**config.mk**
```make
export PLATFORM = sky130hd
export DESIGN_NAME = irq_prio_ctrl
export DESIGN_NICKNAME = d
export VERILOG_FILES = /design/src/rtl/irq_prio_pkg.sv /design/src/rtl/irq_prio_datapath.sv /design/src/rtl/irq_prio_control.sv /design/src/rtl/irq_prio_ctrl.sv
export SDC_FILE = /design/constraint.sdc
export NUM_CORES = 1
export LEC_CHECK = 0
export BUFFER_PORTS_ARGS = -buffer_cell sky130_fd_sc_hd__buf_2
export CAP_MARGIN = 20
export CORE_MARGIN = 1
export CORE_UTILIZATION = 52
export CTS_CLUSTER_DIAMETER = 60
export DETAILED_ROUTE_END_ITERATION = 16
export GPL_TIMING_DRIVEN = 0
export PLACE_DENSITY_LB_ADDON = 0.08
export SYNTH_ARGS = -nofsm -noshare
export SYNTH_HDL_FRONTEND = slang
export SYNTH_SLANG_ARGS = --single-unit
```
**constraint.sdc**
```tcl
create_clock -name clk -period 2.7 [get_ports clk]
set_clock_uncertainty 0.1 [all_clocks]
set_input_delay 0 -clock clk [delete_from_list [all_inputs] [get_ports clk]]
set_output_delay 0 -clock clk [all_outputs]
set_load 0.005 [all_outputs]
```
**src/rtl/irq_prio_pkg.sv**
```systemverilog
`timescale 1ns/1ps
package irq_prio_pkg;
  localparam int unsigned IDX_W = 3;

  typedef enum logic {
    LVL_LOW  = 1'b0,
    LVL_HIGH = 1'b1
  } irq_lvl_e;

  // control -> datapath: acknowledge of one source
  typedef struct packed {
    logic             clrValid;
    logic [IDX_W-1:0] clrIdx;
  } irq_strobe_t;
endpackage

```
**src/rtl/irq_prio_datapath.sv**
```systemverilog
`timescale 1ns/1ps
module irq_prio_datapath
  import irq_prio_pkg::*;
#(
  parameter int unsigned NUM_SRC     = 8,
  parameter int unsigned NUM_EXT     = 2,
  parameter int unsigned SYNC_STAGES = 2
) (
  input  logic                       clk,
  input  logic                       rstN,
  input  logic [NUM_EXT-1:0]         extReqN,
  input  logic [NUM_EXT-1:0]         extEdgeMode,
  input  logic [NUM_SRC-NUM_EXT-1:0] intReq,
  input  irq_strobe_t                ctlStb,
  output logic [NUM_SRC-1:0]         pendFlags
);

  // pins: synchronizer chain plus one history stage for edge detection
  for (genvar e = 0; e < NUM_EXT; e++) begin : g_ext
    logic [SYNC_STAGES:0] chainQ;
    logic                 pinLow;
    logic                 fallSeen;
    logic                 clrHit;
    logic                 pendQ;

    always_ff @(posedge clk or negedge rstN) begin
      if (!rstN) chainQ <= '1;
      else       chainQ <= {chainQ[SYNC_STAGES-1:0], extReqN[e]};
    end

    assign pinLow   = !chainQ[SYNC_STAGES-1];
    assign fallSeen = chainQ[SYNC_STAGES] && !chainQ[SYNC_STAGES-1];
    assign clrHit   = ctlStb.clrValid && (ctlStb.clrIdx == IDX_W'(e));

    always_ff @(posedge clk or negedge rstN) begin
      if (!rstN)               pendQ <= 1'b0;
      else if (extEdgeMode[e]) pendQ <= fallSeen || (pendQ && !clrHit);
      else                     pendQ <= pinLow;
    end

    assign pendFlags[e] = pendQ;

    // acknowledge drops an edge flag unless a new edge coincides
    p_edge_clear_r7: assert property (@(posedge clk) disable iff (!rstN)
      extEdgeMode[e] && clrHit && !fallSeen |=> !pendQ);

    // an edge flag stays set until its acknowledge
    p_edge_hold_r2: assert property (@(posedge clk) disable iff (!rstN)
      extEdgeMode[e] && pendQ && !clrHit |=> pendQ);
  end

  // internal sources: set by pulse, cleared by acknowledge, set wins
  for (genvar s = NUM_EXT; s < NUM_SRC; s++) begin : g_int
    logic clrHit;
    logic pendQ;

    assign clrHit = ctlStb.clrValid && (ctlStb.clrIdx == IDX_W'(s));

    always_ff @(posedge clk or negedge rstN) begin
      if (!rstN) pendQ <= 1'b0;
      else       pendQ <= intReq[s-NUM_EXT] || (pendQ && !clrHit);
    end

    assign pendFlags[s] = pendQ;

    p_int_clear_r7: assert property (@(posedge clk) disable iff (!rstN)
      clrHit && !intReq[s-NUM_EXT] |=> !pendQ);
  end

endmodule

```
**src/rtl/irq_prio_control.sv**
```systemverilog
`timescale 1ns/1ps
module irq_prio_control
  import irq_prio_pkg::*;
#(
  parameter int unsigned NUM_SRC = 8,
  parameter int          NMI_SRC = 7
) (
  input  logic               clk,
  input  logic               rstN,
  input  logic [NUM_SRC-1:0] pendFlags,
  input  logic [NUM_SRC-1:0] srcEnable,
  input  logic [NUM_SRC-1:0] srcPrioHigh,
  input  logic               globalEnable,
  input  logic               irqAck,
  input  logic               retiStrobe,
  output logic               irqReq,
  output logic [IDX_W-1:0]   irqSrc,
  output logic               irqHigh,
  output logic               busyHigh,
  output logic               busyLow,
  output irq_strobe_t        ctlStb
);

  logic [NUM_SRC-1:0] eligible;
  logic [NUM_SRC-1:0] effHigh;
  logic               hiFound, loFound;
  logic [IDX_W-1:0]   hiIdx, loIdx;
  logic               candValid, candHigh;
  logic [IDX_W-1:0]   candIdx;

  logic               reqQ;
  logic [IDX_W-1:0]   srcQ;
  irq_lvl_e           lvlQ;
  logic [1:0]         busyQ;   // [1] high, [0] low
  logic [1:0]         busyNext;
  logic               grant;

  always_comb begin
    for (int i = 0; i < NUM_SRC; i++) begin
      eligible[i] = pendFlags[i] && ((i == NMI_SRC) || (globalEnable && srcEnable[i]));
      effHigh[i]  = (i == NMI_SRC) || srcPrioHigh[i];
    end
  end

  // lowest index wins inside each level; the unmaskable source overrides
  always_comb begin
    hiFound = 1'b0;
    loFound = 1'b0;
    hiIdx   = '0;
    loIdx   = '0;
    for (int i = NUM_SRC - 1; i >= 0; i--) begin
      if (eligible[i] && effHigh[i]) begin
        hiFound = 1'b1;
        hiIdx   = IDX_W'(i);
      end
      if (eligible[i] && !effHigh[i]) begin
        loFound = 1'b1;
        loIdx   = IDX_W'(i);
      end
    end
    if (eligible[NMI_SRC]) begin
      hiFound = 1'b1;
      hiIdx   = IDX_W'(NMI_SRC);
    end
    candHigh  = hiFound;
    candIdx   = hiFound ? hiIdx : loIdx;
    candValid = hiFound ? !busyQ[1] : (loFound && !busyQ[1] && !busyQ[0]);
  end

  assign grant = reqQ && irqAck;

  always_comb begin
    busyNext = busyQ;
    if (retiStrobe) begin
      if (busyNext[1]) busyNext[1] = 1'b0;
      else             busyNext[0] = 1'b0;
    end
    if (grant) begin
      if (lvlQ == LVL_HIGH) busyNext[1] = 1'b1;
      else                  busyNext[0] = 1'b1;
    end
  end

  always_ff @(posedge clk or negedge rstN) begin
    if (!rstN) begin
      reqQ  <= 1'b0;
      srcQ  <= '0;
      lvlQ  <= LVL_LOW;
      busyQ <= 2'b00;
    end else begin
      busyQ <= busyNext;
      if (!reqQ) begin
        if (candValid) begin
          reqQ <= 1'b1;
          srcQ <= candIdx;
          lvlQ <= candHigh ? LVL_HIGH : LVL_LOW;
        end
      end else if (irqAck) begin
        reqQ <= 1'b0;
      end
    end
  end

  assign irqReq          = reqQ;
  assign irqSrc          = srcQ;
  assign irqHigh         = (lvlQ == LVL_HIGH);
  assign busyHigh        = busyQ[1];
  assign busyLow         = busyQ[0];
  assign ctlStb.clrValid = grant;
  assign ctlStb.clrIdx   = srcQ;

  p_hold_r6: assert property (@(posedge clk) disable iff (!rstN)
    reqQ && !irqAck |=> reqQ && $stable(srcQ) && $stable(lvlQ));

  p_grant_high_r7: assert property (@(posedge clk) disable iff (!rstN)
    grant && (lvlQ == LVL_HIGH) |=> busyQ[1] && !reqQ);

  p_grant_low_r7: assert property (@(posedge clk) disable iff (!rstN)
    grant && (lvlQ == LVL_LOW) |=> busyQ[0] && !reqQ);

  p_high_blocks_r8: assert property (@(posedge clk) disable iff (!rstN)
    $rose(reqQ) |-> !$past(busyQ[1]));

  p_low_blocked_r8: assert property (@(posedge clk) disable iff (!rstN)
    $rose(reqQ) && (lvlQ == LVL_LOW) |-> !$past(busyQ[0]));

  p_nmi_first_r5: assert property (@(posedge clk) disable iff (!rstN)
    !reqQ && candValid && eligible[NMI_SRC] |=> srcQ == IDX_W'(NMI_SRC));

  p_reti_r9: assert property (@(posedge clk) disable iff (!rstN)
    retiStrobe && busyQ[1] && !grant |=> !busyQ[1]);

endmodule

```
**src/rtl/irq_prio_ctrl.sv**
```systemverilog
`timescale 1ns/1ps
module irq_prio_ctrl
  import irq_prio_pkg::*;
#(
  parameter int unsigned NUM_SRC     = 8,
  parameter int unsigned NUM_EXT     = 2,
  parameter int          NMI_SRC     = 7,
  parameter int unsigned SYNC_STAGES = 2,
  localparam int unsigned NUM_INT    = NUM_SRC - NUM_EXT
) (
  input  logic               clk,
  input  logic               rstN,
  input  logic [NUM_EXT-1:0] extReqN,
  input  logic [NUM_EXT-1:0] extEdgeMode,
  input  logic [NUM_INT-1:0] intReq,
  input  logic [NUM_SRC-1:0] srcEnable,
  input  logic [NUM_SRC-1:0] srcPrioHigh,
  input  logic               globalEnable,
  input  logic               irqAck,
  input  logic               retiStrobe,
  output logic               irqReq,
  output logic [IDX_W-1:0]   irqSrc,
  output logic               irqHigh,
  output logic               busyHigh,
  output logic               busyLow
);

  logic [NUM_SRC-1:0] pendFlags;
  irq_strobe_t        ctlStb;

  irq_prio_datapath #(
    .NUM_SRC(NUM_SRC), .NUM_EXT(NUM_EXT), .SYNC_STAGES(SYNC_STAGES)
  ) u_dp (
    .clk(clk), .rstN(rstN), .extReqN(extReqN), .extEdgeMode(extEdgeMode),
    .intReq(intReq), .ctlStb(ctlStb), .pendFlags(pendFlags)
  );

  irq_prio_control #(
    .NUM_SRC(NUM_SRC), .NMI_SRC(NMI_SRC)
  ) u_ctl (
    .clk(clk), .rstN(rstN), .pendFlags(pendFlags), .srcEnable(srcEnable),
    .srcPrioHigh(srcPrioHigh), .globalEnable(globalEnable), .irqAck(irqAck),
    .retiStrobe(retiStrobe), .irqReq(irqReq), .irqSrc(irqSrc), .irqHigh(irqHigh),
    .busyHigh(busyHigh), .busyLow(busyLow), .ctlStb(ctlStb)
  );

endmodule

```
==> results.py <==
metrics = {
    "cts": {
        "cts_tree": "yes",
        "post_cts_buffers": 0,
        "clock_sinks": 21,
        "cts_hold_buf": 15,
        "clkTransAtPathRegs_ns": 0.11,
        "cts-root-buf": "clkbuf_4",
        "cts_max_level": 1,
        "cts_resized": 0,
        "clock_path_buffers": 2,
        "clock_latency_ns": 0.31,
        "cts_buffers": 3,
    },
    "final_layout": {
        "nets": 184,
        "fillers": 157,
        "layout-drive-gt1-share_pct": 35.5,
        "design_area_sq_um": 1500,
        "layout.cells.non_filler": 179,
        "n_antenna_cell": 0,
        "multi_input_area_sq_um": 552,
        "seq_area_sq_um": 533,
        "area_delta_synth_final_pct": 34.0,
    },
    "routing": {
        "num_vias": 1047,
        "dr.pass1.iters": 4,
        "antenna_left": 0,
        "drt_wl_total_um": 2670,
        "viasPerCell": 5.85,
        "avgRoutedWirePerCell_um": 14.9,
        "drt_iter0_drc": 26,
        "drcViolationCount": 0,
    },
    "sta": {
        "finalHoldViolCount": 0,
        "setup_ws_ns": 0.821,
        "relSlewSlack_pct": 70.2,
        "rsz0062_at_grt": "no",
        "period_share_pct": 69.6,
        "drv_slew": 0,
        "finalCriticalPeriod_ns": 1.88,
        "fmax_ghz": 0.532,
        "setup_viol": 0,
        "fin_tns_setup_ns": 0,
        "worst_slew_pin_slew_ns": 0.447,
    },
    "global_route": {
        "antenna_found_initial": 0,
        "overflow": 0,
        "grt_max_degree": 22,
        "grt_pass1_wl_um": 4490,
        "grt_usage_pct": 25.0,
        "grt_pass1_vias": 1048,
    },
    "worst_hold_path": {
        "hold_class": "input port to asynchronous set/reset pin",
    },
    "critical_path": {
        "crit_start": "u_dp.g_ext[1].pendQ$_DFF_PN0_",
        "r2r-start": "u_dp.g_ext[1].pendQ$_DFF_PN0_",
        "crit_required_ns": 2.80,
        "crit_family": "simple AND/OR/NAND/NOR gates",
        "path_cells": "and4b_1 -> nor4_4 -> nor2b_4 -> o32ai_4 -> mux2_4",
        "crit_type": "register to register",
        "crit_path_end_kind": "register",
        "cp_max_fo": 5,
        "startpoint_type": "register",
        "cp_slowest_cell": "dfrtp_1",
        "crit_buf_inv": 0,
        "slowest_delay_ns": 0.44,
        "crit_arrival_ns": 1.98,
    },
    "logic_synthesis": {
        "yosysTopAreaCell": "dfrtp_1",
        "yosysSeqAreaShare_pct": 47.7,
        "synth_edf_count": 0,
        "synth_fp_nets": 130,
        "synth-seq-cells": 21,
        "synth_area_leaders": "dfrtp_1, dfstp_2, o21ai_0, nand2b_1, nand4_1",
        "avgSynthCellArea_sq_um": 11.3,
        "netlist_area_sq_um": 1120,
        "yosys_warnings": 0,
        "synth.top_cell.area_share_pct": 33.6,
        "syn_inst": 99,
        "yosysUniqueCellTypes": 36,
        "async_flop_share_pct": 100,
        "yosys_most_used_dff": "dfrtp_1",
    },
    "placed_design": {
        "pre_cts_ws_ns": 0.851,
        "place.port_buffers": 34,
        "gp_congestion": 0.754,
        "placed_area_sq_um": 1320,
        "dp.cells": 160,
        "dp.final_hpwl_um": 1880,
    },
    "power_and_ir_drop": {
        "peakVddDrop_v": 0.000621,
        "powerDensity_nw_per_um2": 655,
        "leakagePower_uw": 0.000647,
    },
    "floorplan": {
        "die_h_um": 48.4,
        "start_util_pct": 55.9,
        "die-area_sq_um": 2340,
        "io_pins": 38,
        "core_sq_um": 2000,
        "die_x_um": 48.4,
        "row_count": 16,
    },
    "status": {
        "status": "complete, no violations",
    },
    "job": {
        "cap_viol_max_count": 0,
    },
}
-- kinds of logic (layout without fill, tap and decap cells) --
group / count (synthesis) / count (layout) / synth area share [%]
AND/OR/NAND/NOR: 42 / 42 / 28.2
AO/OA/AOI/OAI: 27 / 27 / 17.6
flip-flops: 21 / 21 / 47.7
buffers and inverters: 6 / 59 / 3.02
multiplexers: 3 / 3 / 3.58
-- Yosys cell counts (2+ instances only) --
| cell | instances |
|---|---|
| dfstp_2 | 6 |
| dfrtp_1 | 15 |
| o21ai_0 | 11 |
| mux2_4 | 2 |
| nand2_1 | 5 |
| nand2b_1 | 7 |
| o211ai_1 | 2 |
| inv_1 | 4 |
| o311ai_0 | 2 |
| and4b_1 | 4 |
| nand3_1 | 3 |
| nand4b_1 | 4 |
| a21oi_1 | 2 |
| nor2b_1 | 3 |
| a31oi_1 | 2 |
| nand4_1 | 7 |
-- sequential cells by signal, summed over array words and instances, names as in the netlist --
signal and cells:
u_dp.g_ext.chainQ 6, u_dp.g_int.pendQ 6, u_ctl.irqSrc 3, u_ctl.busyQ 2, u_dp.g_ext.pendQ 2, u_ctl.irqHigh 1, u_ctl.irqReq 1
-- report_power, final --
group	total, uW	internal (uW)	switching [uW]	leakage [uW]
registers	471	383	88.0	0.000217
logic	359	198	161	0.000415
clock network	152	57.8	94.4	0.0000150
total	981	638	343	0.000647
-- through the flow --
| step | total power (uW) | hold WS (ns) | util (%) |
|---|---|---|---|
| floorplan | 674 | -0.396 | - |
| global placement | 790 | -0.134 | 66.1 |
| detailed placement | 804 | -0.126 | 66.1 |
| CTS | 981 | 0.0668 | 74.9 |
| global route | 1040 | 0.101 | 74.9 |
| finish | 981 | 0.0539 | 74.9 |
-- cell usage in the layout (no fill, tap or decap), types with 2 or more instances in the layout --
cell           netlist  routed
dlygate4sd3_1        0      15
a21oi_1              2       2
o21ai_0             11      11
o211ai_1             2       2
dfstp_2              6       6
nand4b_1             4       4
and4b_1              4       4
a31oi_1              2       2
buf_2                0      34
nand4_1              7       7
o311ai_0             2       2
nand2_1              5       5
clkbuf_4             0       3
mux2_4               2       2
dfrtp_1             15      15
nand3_1              3       3
nand2b_1             7       7
inv_1                4       4
nor2b_1              3       3
-- cell type report --
cell class              count  share of cell area (%)
flip-flops and latches     21                    35.6
repair buffers             49                    21.4
multi-input cells          72                    36.8
clock buffers               4                    1.75
inverters                   4                    1.00
plain buffers               2                    1.25
well taps                  27                    2.25
-- metal layers --
layer	up-vias	part of all wire (%)	global-route usage, %
met5	-	0	0
met1	518	44	30.7
li1	495	-	-
met3	2	2.9	2.83
met2	32	52	45.3
met4	0	1.2	8.82
-- worst paths after layout --
kind	endpoint	slack, ns	cells after the start
worst max-delay path	u_ctl.irqSrc[2]$_DFFE_PN0P_	0.82	5
worst min-delay path	u_ctl.irqSrc[0]$_DFFE_PN0P_	0.05	2
worst max register to register	u_ctl.irqSrc[2]$_DFFE_PN0P_	0.82	5
worst min register to register	u_dp.g_ext[1].chainQ[1]$_DFF_PN1_	0.26	0
max in group asynchronous	u_dp.g_ext[0].chainQ[1]$_DFF_PN1_	2.10	2
min in group clk	u_ctl.irqSrc[0]$_DFFE_PN0P_	0.10	4
Power figures use the tool's default switching activity.
